--- src/rtl/coh_pkg.sv ---
package coh_pkg;
  localparam logic [1:0] P_BASE = 2'd0;
  localparam logic [1:0] P_WP   = 2'd1;
  localparam logic [1:0] P_MIG  = 2'd2;

  localparam logic [1:0] OP_LOAD  = 2'd0;
  localparam logic [1:0] OP_STORE = 2'd1;
  localparam logic [1:0] OP_COMMIT = 2'd2;
  localparam logic [1:0] OP_RECON = 2'd3;

  localparam logic [2:0] MK_FILL  = 3'd0;
  localparam logic [2:0] MK_WBACK = 3'd1;
  localparam logic [2:0] MK_DN_MW = 3'd2;
  localparam logic [2:0] MK_DN_WB = 3'd3;
  localparam logic [2:0] MK_DN_MB = 3'd4;

  localparam logic [1:0] OK_WBB = 2'd0;
  localparam logic [1:0] OK_ACK = 2'd1;
  localparam logic [1:0] OK_VAL = 2'd2;

  typedef struct packed {
    logic       valid;
    logic [1:0] proto;
    logic       dirty;
    logic       wbp;
  } cst_t;

  // Whether an instruction may retire on a line, given hit and line state.
  function automatic logic op_permit(logic [1:0] op, logic hit, cst_t c);
    logic ok;
    if (hit && c.wbp) ok = 1'b0;
    else begin
      case (op)
        OP_LOAD, OP_STORE: ok = hit;
        OP_COMMIT: ok = !hit || !c.dirty || (c.proto == P_MIG);
        default:   ok = !hit || c.dirty || (c.proto != P_BASE);
      endcase
    end
    return ok;
  endfunction

  // One demotion step; a step into Write-Pass flushes dirtiness upward.
  function automatic cst_t demote(cst_t c, logic [1:0] to);
    cst_t n;
    n = c;
    n.proto = to;
    n.dirty = (to == P_BASE && c.proto == P_WP) ? c.dirty : 1'b0;
    return n;
  endfunction
endpackage

--- src/rtl/coh_lookup.sv ---
module coh_lookup
  import coh_pkg::*;
#(
  parameter int ADDR_W = 6,
  parameter int DATA_W = 8,
  parameter int IDX_W  = 3
) (
  input  logic [ADDR_W-1:0]                       addr,
  input  cst_t [(1<<IDX_W)-1:0]                    st,
  input  logic [(1<<IDX_W)-1:0][ADDR_W-IDX_W-1:0]  tags,
  input  logic [(1<<IDX_W)-1:0][DATA_W-1:0]        dat,
  output logic                                    match,
  output cst_t                                    cur,
  output logic [DATA_W-1:0]                       cur_data
);
  logic [IDX_W-1:0] ix;
  assign ix       = addr[IDX_W-1:0];
  assign cur      = st[ix];
  assign cur_data = dat[ix];
  assign match    = st[ix].valid && (tags[ix] == addr[ADDR_W-1:IDX_W]);
endmodule

--- src/rtl/coh_msg_apply.sv ---
module coh_msg_apply
  import coh_pkg::*;
#(
  parameter int DATA_W = 8
) (
  input  logic [2:0]        kind,
  input  logic [1:0]        fill_proto,
  input  logic [DATA_W-1:0] fill_data,
  input  logic              match,
  input  cst_t              cur,
  input  logic [DATA_W-1:0] cur_data,
  output logic              upd,
  output logic              set_tag,
  output cst_t              nxt,
  output logic [DATA_W-1:0] nxt_data,
  output logic              out_need,
  output logic [1:0]        okind
);
  logic live;
  assign live = match && !cur.wbp;

  always_comb begin
    upd      = 1'b0;
    set_tag  = 1'b0;
    nxt      = cur;
    nxt_data = cur_data;
    out_need = 1'b0;
    okind    = OK_ACK;
    case (kind)
      MK_FILL: begin
        upd      = 1'b1;
        set_tag  = 1'b1;
        nxt      = '{valid: 1'b1, proto: fill_proto, dirty: 1'b0, wbp: 1'b0};
        nxt_data = fill_data;
      end
      MK_WBACK: if (match && cur.wbp) begin
        upd = 1'b1;
        nxt = '{valid: 1'b1, proto: P_BASE, dirty: 1'b0, wbp: 1'b0};
      end
      MK_DN_MW: if (live && cur.proto == P_MIG) begin
        upd      = 1'b1;
        nxt      = demote(cur, P_WP);
        out_need = 1'b1;
        okind    = cur.dirty ? OK_VAL : OK_ACK;
      end
      MK_DN_WB: if (live && cur.proto == P_WP) begin
        upd      = 1'b1;
        nxt      = demote(cur, P_BASE);
        out_need = 1'b1;
      end
      MK_DN_MB: if (live && cur.proto == P_MIG) begin
        upd      = 1'b1;
        nxt      = demote(demote(cur, P_WP), P_BASE);
        out_need = 1'b1;
        okind    = cur.dirty ? OK_VAL : OK_ACK;
      end
      default: ;
    endcase
  end
endmodule

--- src/rtl/coh_cell_ctrl.sv ---
module coh_cell_ctrl
  import coh_pkg::*;
#(
  parameter int ADDR_W = 6,
  parameter int DATA_W = 8,
  parameter int IDX_W  = 3
) (
  input  logic              clk,
  input  logic              rst_n,
  input  logic              ins_valid,
  output logic              ins_ready,
  input  logic [1:0]        ins_op,
  input  logic [ADDR_W-1:0] ins_addr,
  input  logic [DATA_W-1:0] ins_wdata,
  output logic              rep_valid,
  input  logic              rep_ready,
  output logic              rep_is_data,
  output logic [DATA_W-1:0] rep_data,
  input  logic              mem_valid,
  output logic              mem_ready,
  input  logic [2:0]        mem_kind,
  input  logic [ADDR_W-1:0] mem_addr,
  input  logic [1:0]        mem_proto,
  input  logic [DATA_W-1:0] mem_data,
  input  logic              ev_valid,
  output logic              ev_ready,
  input  logic [ADDR_W-1:0] ev_addr,
  output logic              out_valid,
  input  logic              out_ready,
  output logic [1:0]        out_kind,
  output logic [ADDR_W-1:0] out_addr,
  output logic [DATA_W-1:0] out_data
);
  localparam int NCELL = 1 << IDX_W;
  localparam int TAG_W = ADDR_W - IDX_W;
  localparam int NPORT = 3;   // 0 instruction, 1 memory, 2 eviction

  cst_t [NCELL-1:0]              st;
  logic [NCELL-1:0][TAG_W-1:0]   tags;
  logic [NCELL-1:0][DATA_W-1:0]  dat;

  logic [ADDR_W-1:0] lk_addr  [NPORT];
  logic              lk_match [NPORT];
  cst_t              lk_cst   [NPORT];
  logic [DATA_W-1:0] lk_data  [NPORT];

  assign lk_addr[0] = ins_addr;
  assign lk_addr[1] = mem_addr;
  assign lk_addr[2] = ev_addr;

  for (genvar g = 0; g < NPORT; g++) begin : g_lk
    coh_lookup #(.ADDR_W(ADDR_W), .DATA_W(DATA_W), .IDX_W(IDX_W)) u_lk (
      .addr(lk_addr[g]), .st(st), .tags(tags), .dat(dat),
      .match(lk_match[g]), .cur(lk_cst[g]), .cur_data(lk_data[g])
    );
  end

  // Memory message decode
  logic              ma_upd, ma_set_tag, ma_out_need;
  cst_t              ma_nxt;
  logic [DATA_W-1:0] ma_nxt_data;
  logic [1:0]        ma_okind;

  coh_msg_apply #(.DATA_W(DATA_W)) u_ma (
    .kind(mem_kind), .fill_proto(mem_proto), .fill_data(mem_data),
    .match(lk_match[1]), .cur(lk_cst[1]), .cur_data(lk_data[1]),
    .upd(ma_upd), .set_tag(ma_set_tag), .nxt(ma_nxt), .nxt_data(ma_nxt_data),
    .out_need(ma_out_need), .okind(ma_okind)
  );

  // Named internal events
  logic ins_ok, ins_pend, ev_live, ev_wb, ev_purge;
  assign ins_ok   = op_permit(ins_op, lk_match[0], lk_cst[0]);
  assign ins_pend = lk_match[0] && lk_cst[0].wbp;
  assign ev_live  = lk_match[2] && !lk_cst[2].wbp && (lk_cst[2].proto == P_BASE);
  assign ev_wb    = ev_live && lk_cst[2].dirty;
  assign ev_purge = ev_live && !lk_cst[2].dirty;

  // Handshakes, one action per cycle: memory > eviction > instruction
  assign mem_ready   = mem_valid && (!ma_out_need || out_ready);
  assign ev_ready    = ev_valid && !mem_valid && (!ev_wb || out_ready);
  assign rep_valid   = ins_valid && !mem_valid && !ev_valid && ins_ok;
  assign ins_ready   = rep_valid && rep_ready;
  assign rep_is_data = (ins_op == OP_LOAD);
  assign rep_data    = (ins_op == OP_LOAD) ? lk_data[0] : '0;

  assign out_valid = mem_valid ? ma_out_need : (ev_valid && ev_wb);
  assign out_kind  = mem_valid ? ma_okind : OK_WBB;
  assign out_addr  = mem_valid ? mem_addr : ev_addr;
  assign out_data  = mem_valid ? lk_data[1] : lk_data[2];

  logic [IDX_W-1:0] mi, ei, ii;
  assign mi = mem_addr[IDX_W-1:0];
  assign ei = ev_addr[IDX_W-1:0];
  assign ii = ins_addr[IDX_W-1:0];

  always_ff @(posedge clk) begin
    if (!rst_n) begin
      st   <= '0;
      tags <= '0;
      dat  <= '0;
    end else if (mem_ready) begin
      if (ma_upd) begin
        st[mi]  <= ma_nxt;
        dat[mi] <= ma_nxt_data;
        if (ma_set_tag) tags[mi] <= mem_addr[ADDR_W-1:IDX_W];
      end
    end else if (ev_ready) begin
      if (ev_wb)    st[ei].wbp <= 1'b1;
      if (ev_purge) st[ei]     <= '0;
    end else if (ins_ready && ins_op == OP_STORE) begin
      st[ii].dirty <= 1'b1;
      dat[ii]      <= ins_wdata;
    end
  end
endmodule

--- config.mk ---
export PLATFORM = sky130hd
export DESIGN_NAME = coh_cell_ctrl
export DESIGN_NICKNAME = d
export VERILOG_FILES = /design/src/rtl/coh_pkg.sv /design/src/rtl/coh_lookup.sv /design/src/rtl/coh_msg_apply.sv /design/src/rtl/coh_cell_ctrl.sv
export SDC_FILE = /design/constraint.sdc
export NUM_CORES = 1
export LEC_CHECK = 0
export BUFFER_PORTS_ARGS = -buffer_cell sky130_fd_sc_hd__buf_2
export CORE_UTILIZATION = 40
export CTS_BUF_LIST = sky130_fd_sc_hd__clkbuf_4 sky130_fd_sc_hd__clkbuf_8 sky130_fd_sc_hd__clkbuf_16
export CTS_CLUSTER_DIAMETER = 120
export DETAILED_ROUTE_END_ITERATION = 6
export GPL_TIMING_DRIVEN = 0
export HOLD_SLACK_MARGIN = 0.1
export SYNTH_ARGS = -nofsm -noshare
export SYNTH_HDL_FRONTEND = slang
export SYNTH_SLANG_ARGS = --single-unit
--- constraint.sdc ---
create_clock -name clk -period 4.3 [get_ports clk]
set_input_delay 0.645 -clock clk [delete_from_list [all_inputs] [get_ports clk]]
set_output_delay 0.645 -clock clk [all_outputs]
set_load 0.05 [all_outputs]
; Word level (Yosys, flattened, before mapping)
; Cells that the tools add are included.
[word_totals]
ff_bits = 128
[op_classes]
magnitude_cmp = 6
n_eq_ne = 14
muxes = 74
bitwise_logic = 2
reduce_logical = 50
[ops]
columns = op, n
row1 = $mux W40, 9
row2 = $mux W64, 4
row3 = $bwmux W64, 2
row4 = $bwmux W40, 3
row5 = $bmux W8 S3, 3
row6 = $mux W8, 8
row7 = $demux W5 S3, 4
row8 = $demux W8 S3, 2
row9 = $bmux W5 S3, 3
row10 = $and A40 B40 Y40, 1
row11 = $not A40 Y40, 1
row12 = $mux W5, 6
row13 = $bmux W3 S3, 3
row14 = $pmux W5 S5, 1
row15 = $bwmux W24, 1
row16 = $logic_and A1 B1 Y1, 24
row17 = $lt A3 B4 Y1 const B, 3
row18 = $mux W3, 4
row19 = $mux W4, 3
row20 = $mux W2, 5
row21 = $demux W3 S3, 1
row22 = $eq A3 B3 Y1, 3
row23 = $ge A3 B1 Y1 const B, 3
row24 = $logic_not A1 Y1, 9
row25 = 19 further kinds, 40

; Logic depth before layout (Yosys ltp)
; Gate-level depths: netlist (run 1).
[depth]
depth_word = 17
ltp_mapped = 15
depth_no_buf = 10

; Hierarchy
; A second synthesis (run 1) with hierarchy kept.
[hier_totals]
cells_unflattened = 1057
hier_area_um2 = 10411.2
[by_module_without_submodules]
columns = module, instances, cells_each, area_each_um2, seq_area_each_um2
row1 = coh_cell_ctrl, 1, 816, 6702.7, 2562.5
row2 = coh_lookup, 3, 69, 1139.8, 0.0
row3 = coh_msg_apply, 1, 34, 289.0, 0.0

; Least setup slack after synthesis (run 1)
; No wires, ideal clock.
[synth_timing]
path_kind = input to output
from = input port ins_addr[2]
to = output port ins_ready
arrival_time_ns = 3.627
setup_slack_ns = 0.028
path_stages = 9
n_path_buf = 2
cell_sequence = buf_1 -> clkbuf_1 -> mux4_2 -> mux2i_1 -> nand2_1 -> o2111ai_1 -> nand3b_1 -> a21oi_1 -> and2_1
[synth_via]
elab_chain_len = 11
word_cells_on_any_way = 19
[synth_rtl]
columns = item, line
row1 = start: declaration, coh_cell_ctrl.sv:13  ; input logic [ADDR_W-1:0] ins_addr,
row2 = $bmux W3 S3, coh_lookup.sv:20  ; assign match = st[ix].valid && (tags[ix] == addr[ADDR_W-1:IDX_W]);
row3 = $mux W3 (not written as such), coh_lookup.sv:20
row4 = $eq A3 B3 Y1, coh_lookup.sv:20
row5 = $logic_and A1 B1 Y1, coh_lookup.sv:20
row6 = $logic_not A1 Y1, "coh_pkg.sv:35, coh_pkg.sv:36"
row7 = "$logic_or A1 B1 Y1, on equally long branches (2 in a row)", "coh_pkg.sv:36, coh_pkg.sv:35"
row8 = $pmux W1 S2, coh_pkg.sv:33  ; case (op)
row9 = $mux W1 (*), coh_pkg.sv:31  ; if (hit && c.wbp) ok = 1'b0;
row10 = $logic_and A1 B1 Y1 (*), coh_cell_ctrl.sv:82  ; assign rep_valid = ins_valid && !mem_valid && !ev_valid && ins_ok;
row11 = named net rep_valid, coh_cell_ctrl.sv:15  ; output logic rep_valid,
row12 = $logic_and A1 B1 Y1 (*), coh_cell_ctrl.sv:83  ; assign ins_ready = rep_valid && rep_ready;
row13 = end: declaration, coh_cell_ctrl.sv:11  ; output logic ins_ready,
; The timed path passes the listed nets; every way through them passes the cells marked *. The select of a mux whose other input is x is not followed.

; Worst setup path after layout (run 1)
[layout_timing]
from = input port ins_addr[2]
to = output port rep_data[6]
[layout_via]
elab_chain_len = 3
[layout_rtl]
columns = item, line
row1 = $bmux W8 S3, coh_lookup.sv:19  ; assign cur_data = dat[ix];
row2 = $mux W8 (not written as such), coh_lookup.sv:19
row3 = $mux W8, coh_cell_ctrl.sv:85  ; assign rep_data = (ins_op == OP_LOAD) ? lk_data[0] : '0;
row4 = end: declaration, coh_cell_ctrl.sv:18  ; output logic [DATA_W-1:0] rep_data,
; No other way between the ends. The select of a mux whose other input is x is not followed.

==> results of run 1 <==
[cell usage after synthesis, types with 15 or more instances]
| cell | count | area [um2] |
|---|---|---|
| a21oi_1 | 54 | 270 |
| a22o_1 | 27 | 236 |
| a22oi_1 | 77 | 578 |
| a31oi_1 | 21 | 131 |
| buf_1 | 22 | 82.6 |
| buf_2 | 16 | 80.1 |
| clkbuf_1 | 56 | 210 |
| dfxtp_1 | 128 | 2560 |
| mux2_2 | 25 | 282 |
| mux2i_1 | 46 | 460 |
| mux4_2 | 19 | 428 |
| nand2_1 | 84 | 315 |
| nand3_1 | 56 | 280 |
| nor2_1 | 104 | 390 |
| nor2b_1 | 16 | 100 |
| nor3_1 | 77 | 385 |
| o211a_1 | 24 | 240 |
| o21ai_0 | 50 | 250 |
| o22ai_1 | 15 | 93.8 |
[power by group]
group	switching, mW	internal, mW	total (mW)
clock	0.641	0.928	1.57
combinational	0.467	0.177	0.644
sequential	0.0292	1.20	1.23
total	1.14	2.31	3.44
[critical path, delay by kind of cell]
family | cells | cell delay (ps)
buffers and inverters | 4 | 1190
AND/OR/NAND/NOR | 1 | 1090
AO/OA/AOI/OAI | 2 | 790
[cells by family (layout without fill, tap and decap cells)]
kind of cell	after synthesis	after routing	synth area share (%)
compound gates	417	417	32.6
xor+xnor	7	7	0.631
buf+inv	126	217	6.25
flops	128	128	26.4
mux	91	91	12.2
simple gates	428	428	22.0
[final timing paths]
check	slack [ps]	cells past startpoint	to	startpoint
setup / recovery	-70	7	rep_data[6]	ins_addr[2]
hold / removal	510	2	tags[9]$_SDFFE_PN0P_	tags[9]$_SDFFE_PN0P_
setup reg to reg	600	9	dat[14]$_SDFFE_PN0P_	st[27]$_SDFFE_PN0P_
hold reg to reg	510	2	tags[9]$_SDFFE_PN0P_	tags[9]$_SDFFE_PN0P_
[flip-flops by register name (all words and copies together), names as in the netlist]
| register | flops |
|---|---|
| st | 40 |
| tags | 24 |
| dat | 64 |
[repair_timing]
action / 4_1_cts / 5_1_grt
cloned: 0 / 0
pin swaps: 0 / 0
gates resized for setup: 12 / 18
endpoints found under the setup margin: 21 / 12
[stage by stage]
step / cell area [um2] / utilization (%) / cells
final: 11100 / 46.9 / 1607
after floorplan: 9720 / - / 1197
after global routing: 11100 / 46.9 / 1607
after CTS: 11100 / 46.9 / 1610
after detailed placement: 10400 / 44.2 / 1581
after global placement: 10400 / 44.2 / 1581
[layout make-up]
type                    instances  area, um2
multi-input cells             943       6580
fillers                      2401      12500
well taps                     319        399
plain buffers                 106        551
clock inverters                14        179
inverters                      14       52.6
clock buffers                  18        433
flip-flops and latches        128       2560
repair buffers                 65        325
[routing by layer]
layer	vias to the layer above	GRT usage [%]	share of wire (%)
met1	5438	50.1	39
met2	849	60.3	43
met4	0	25.7	7.2
li1	4806	-	-
met3	205	8.68	11
met5	-	0	0
==> run_results.csv, run 1 <==
group,metric,value,unit
yosys,syn_area_per_cell,8.12,um2
placement,portBuffers,65,
yosys,async_flop_share,0,%
route,wire_per_inst,30.1,um
sta,fmax,0.229,GHz
yosys,syn_nets,1245,
sta,tns,-71.7,ps
run_status,failed_checks,"negative setup slack",
run,max_cap_violations,0,
floorplan,dieArea,24900,um2
global_route,grt_overflow_total,0,
placement,pre_cts_ws,-706,ps
route,drc,0,
worst_hold_path,hold_class,"reg -> reg",
floorplan,die_y,158,um
yosys,ys.flop_type,"dfxtp_1",
critical_path,slowest_delay,1090,ps
route,vias_per_cell,7.03,
clock_tree,cts_buffers,17,
critical_path,critPathLaunchType,"input port",
sta,rsz0062_at_grt,"false",
clock_tree,clk_pin_slew_worst_paths,60,ps
critical_path,slowest_stage,"nor3_1",
floorplan,ios,78,
placement,place.gp.congestion,1.02,
yosys,synth.cell_area,9720,um2
clock_tree,post-cts-setup-buffers,0,
cells_and_area,diodes,0,
critical_path,critical_path_arrival,3730,ps
yosys,netlist_instances,1197,
yosys,ys_types,94,
route,dr_total_vias,11300,
yosys,yosys_warnings,0,
clock_tree,clock-sinks,128,
clock_tree,htreeDepth,4,
power,leakage,4.10,nW
sta,min_period,4370,ps
floorplan,core,23600,um2
clock_tree,clock_path_buffers,2,
sta,clock_skew,15.7,ps
sta,timing.hold.ws,507,ps
power,power,3.44,mW
floorplan,row_count,56,
floorplan,start_util,41.1,%
sta,finalCritPeriodShare,102,%
power,ir_drop,0.220,mV
clock_tree,ctsRootBufferMaster,"clkbuf_16",
run_status,status,"complete, but fails checks",
critical_path,cp_cell_sequence,"buf_2, clkbuf_2, clkbuf_2, nor3_1, a22oi_1, a41oi_1, buf_2",
yosys,ys_ff_latch,128,
sta,slew_headroom,9.36,%
route,drt_wl_total,48400,um
cells_and_area,final_cell_mix,"128 x dfxtp_1, 103 x nor2_1, 86 x buf_2, 83 x nand2_1, 77 x a22oi_1",
yosys,synth_edf_count,0,
cells_and_area,nNetsFinal,1323,
route,drt_iter0_markers,1683,
clock_tree,cts_tree,"done",
sta,fin_ws,-71.7,ps
sta,worst_pin_slew,1350,ps
route,drtAntennaViolNets,0,
clock_tree,clk-insertion-delay-late,440,ps
critical_path,worst_ep_required_time,3650,ps
route,firstDrtPassIters,6,
global_route,grt_pass1_vias,10600,
critical_path,end_kind,"primary output",
clock_tree,cts_hold_buffers,0,
global_route,grt_pass1_wl,70200,um
cells_and_area,areaGrowthSynthToFinish,14.1,%
sta,setup_viol_count_final,1,
global_route,antenna_found_initial,0,
critical_path,critPathMaxFanout,14,
global_route,grt.total_usage,39.5,%
placement,dp_hpwl,35800,um
global_route,grt_max_degree,20,
critical_path,worstSetupPathType,"in -> out",
power,pwr_density_cell,311,nW/um2
sta,hold_viol,0,
yosys,seq_area_frac_synth,26.4,%
sta,final_max_slew_viol_count,0,
floorplan,dieWidth,158,um
cells_and_area,final_common_cell,"dfxtp_1",
cells_and_area,layout-drive-gt1-share,18.6,%
Power figures use the tool's default switching activity.
==> inputs of run 2 (changes only) <==
- CORE_UTILIZATION: 40 -> 48
- PLACE_DENSITY: not set -> 0.66
==> run_results.csv, run 2 (same netlist as run 1, synthesis figures left out) <==
group,metric,value,unit
critical_path,r2r-end,"st[35]$_SDFFE_PN0P_",
sta,min_period,4260,ps
cells_and_area,design_area,11100,um2
cells_and_area,diodes,0,
critical_path,critPathBufInv,6,
critical_path,critPathMaxFanout,10,
run_status,status,"complete, but fails checks",
critical_path,worstSetupPathType,"in -> out",
sta,worst_pin_slew,1240,ps
critical_path,cp_top_family,"buffers and inverters",
worst_hold_path,hold_start,"tags[8]$_SDFFE_PN0P_",
worst_hold_path,min_to,"tags[8]$_SDFFE_PN0P_",
clock_tree,clk-insertion-delay-late,450,ps
route,dr_total_vias,11500,
clock_tree,ctsRootBufferMaster,"clkbuf_16",
placement,placed_area,10400,um2
sta,clock_skew,11.4,ps
run,max_cap_violations,0,
floorplan,ios,78,
sta,fmax,0.235,GHz
sta,timing.hold.ws,506,ps
global_route,grt_overflow_total,0,
power,pwr_density_cell,325,nW/um2
sta,slew_headroom,16.7,%
critical_path,worst_ep_required_time,3650,ps
critical_path,critical_path_arrival,3620,ps
floorplan,dieWidth,144,um
cells_and_area,regMostFlops,"dat",
floorplan,die_y,144,um
cells_and_area,reg_top3,"dat (64), st (40), tags (24)",
route,drtAntennaViolNets,0,
cells_and_area,final_cell_mix,"128 x dfxtp_1, 103 x nor2_1, 86 x buf_2, 83 x nand2_1, 77 x a22oi_1",
critical_path,crit_top_cell,"buf_2",
global_route,grt_pass1_wl,66400,um
cells_and_area,fill_cells,1949,
floorplan,row_count,51,
cells_and_area,nNetsFinal,1326,
floorplan,core,19700,um2
critical_path,cp_cell_sequence,"buf_2, buf_2, buf_2, nor2_1, and2_1, clkbuf_1, clkbuf_1, a22oi_1, and4_1, a21oi_1, buf_2",
clock_tree,clock-sinks,128,
global_route,grt.total_usage,44.6,%
cells_and_area,final_common_cell,"dfxtp_1",
floorplan,start_util,49.4,%
critical_path,crit_cells,11,
cells_and_area,layout-drive-gt1-share,18.4,%
power,combPwrFrac,17.5,%
cells_and_area,largest_reg_flops,64,
route,wire_per_inst,29.5,um
power,p_clk_share,48.3,%
power,leakage,4.14,nW
global_route,grt_max_degree,20,
run_status,failed_checks,"design-rule violations",
critical_path,slowest_stage,"clkbuf_1",
cells_and_area,areaGrowthSynthToFinish,14.4,%
sta,final_max_slew_viol_count,0,
sta,setup_viol_count_final,0,
route,drt_wl_total,45800,um
critical_path,reg2regPathDepth,10,
power,sw_frac_of_total,31.1,%
sta,tns,0,ps
critical_path,rrSetupSlack,500,ps
global_route,antenna_found_initial,0,
route,vias_per_cell,7.39,
floorplan,dieArea,20800,um2
power,power,3.61,mW
critical_path,slowest_delay,630,ps
clock_tree,cts_buffers,17,
critical_path,r2r_start,"st[27]$_SDFFE_PN0P_",
placement,place.gp.congestion,1.07,
placement,dp_hpwl,33800,um
power,switchingPower,1.12,mW
route,firstDrtPassIters,7,
power,ir_drop,0.301,mV
critical_path,end_kind,"primary output",
sta,finalCritPeriodShare,99.1,%
placement,portBuffers,65,
clock_tree,htreeDepth,4,
clock_tree,clk_pin_slew_worst_paths,60,ps
power,internal-power,2.49,mW
worst_hold_path,hold_class,"reg -> reg",
clock_tree,cts_tree,"done",
global_route,grt_pass1_vias,10600,
clock_tree,clock_path_buffers,2,
sta,hold_viol,0,
sta,rsz0062_at_grt,"true",
power,pwr-share-seq,34.1,%
clock_tree,cts_hold_buffers,0,
route,drc,22,
worst_hold_path,hold_depth,2,
route,drt_iter0_markers,1675,
critical_path,critPathLaunchType,"input port",
## run 2: changes by cell type in the layout (fill, tap and decap cells not counted), sizes merged
| cell | previous run | this run |
|---|---|---|
| clkinvlp | 3 | 0 |
| bufinv | 3 | 6 |
| clkbuf | 71 | 70 |
| buf | 118 | 122 |
## run 2: power groups by stage
stage	Combinational (mW)	Sequential [mW]	Clock, mW
2_1_floorplan	0.395	1.24	0
3_3_place_gp	0.594	1.26	0
3_5_place_dp	0.596	1.26	0
4_1_cts	0.599	1.23	1.73
5_1_grt	0.650	1.23	1.78
6_report	0.633	1.23	1.74
## run 2: timing repair
action / CTS / global route
endpoints found under the setup margin: 15 / 15
cloned: 0 / 0
pin swaps: 0 / 1
setup buffers: 0 / 2
gates resized for setup: 11 / 11
## run 2: tightest hold or removal path, delay by kind of cell (launching register included)
family	cells	cell delay (ps)
flops	1	340
simple gates	1	60
compound gates	1	60
## run 2: layout make-up
type | count | area, um2 | share of cell area [%]
Buffer | 106 | 544 | 4.90
Timing Repair Buffer | 68 | 348 | 3.13
Tap cell | 265 | 332 | 2.98
Clock buffer | 18 | 433 | 3.89
Sequential cell | 128 | 2560 | 23.1
Inverter | 14 | 52.6 | 0.473
Clock inverter | 14 | 251 | 2.26
Multi-Input combinational cell | 943 | 6590 | 59.3
## run 2: how the worst max path moves through the flow
stage | start | endpoint | slack (ps)
after floorplan | ins_addr[2] | ins_ready | 30
after global placement | ins_addr[2] | rep_data[2] | -500
after detailed placement | mem_addr[1] | out_kind[1] | -510
after CTS | ins_addr[1] | rep_data[6] | 6
after global routing | ev_addr[2] | out_data[2] | -40
final | mem_addr[1] | out_data[3] | 40
## run 2: per-stage QoR
stage	util [%]	std cells	worst slack, ps
finish	56.6	1556	37.3
global placement	52.8	1527	-500
global route	56.6	1556	-40.2
detailed placement	52.8	1527	-511
CTS	56.4	1557	6.32
floorplan	-	1197	28.0
## run 2: metal layers
metal,global-route usage [%],vias to the layer above,part of all wire (%)
met5,0,-,0
met4,34.0,0,9.1
met3,11.8,295,12
met2,67.6,1014,42
met1,53.9,5392,37
li1,-,4805,-
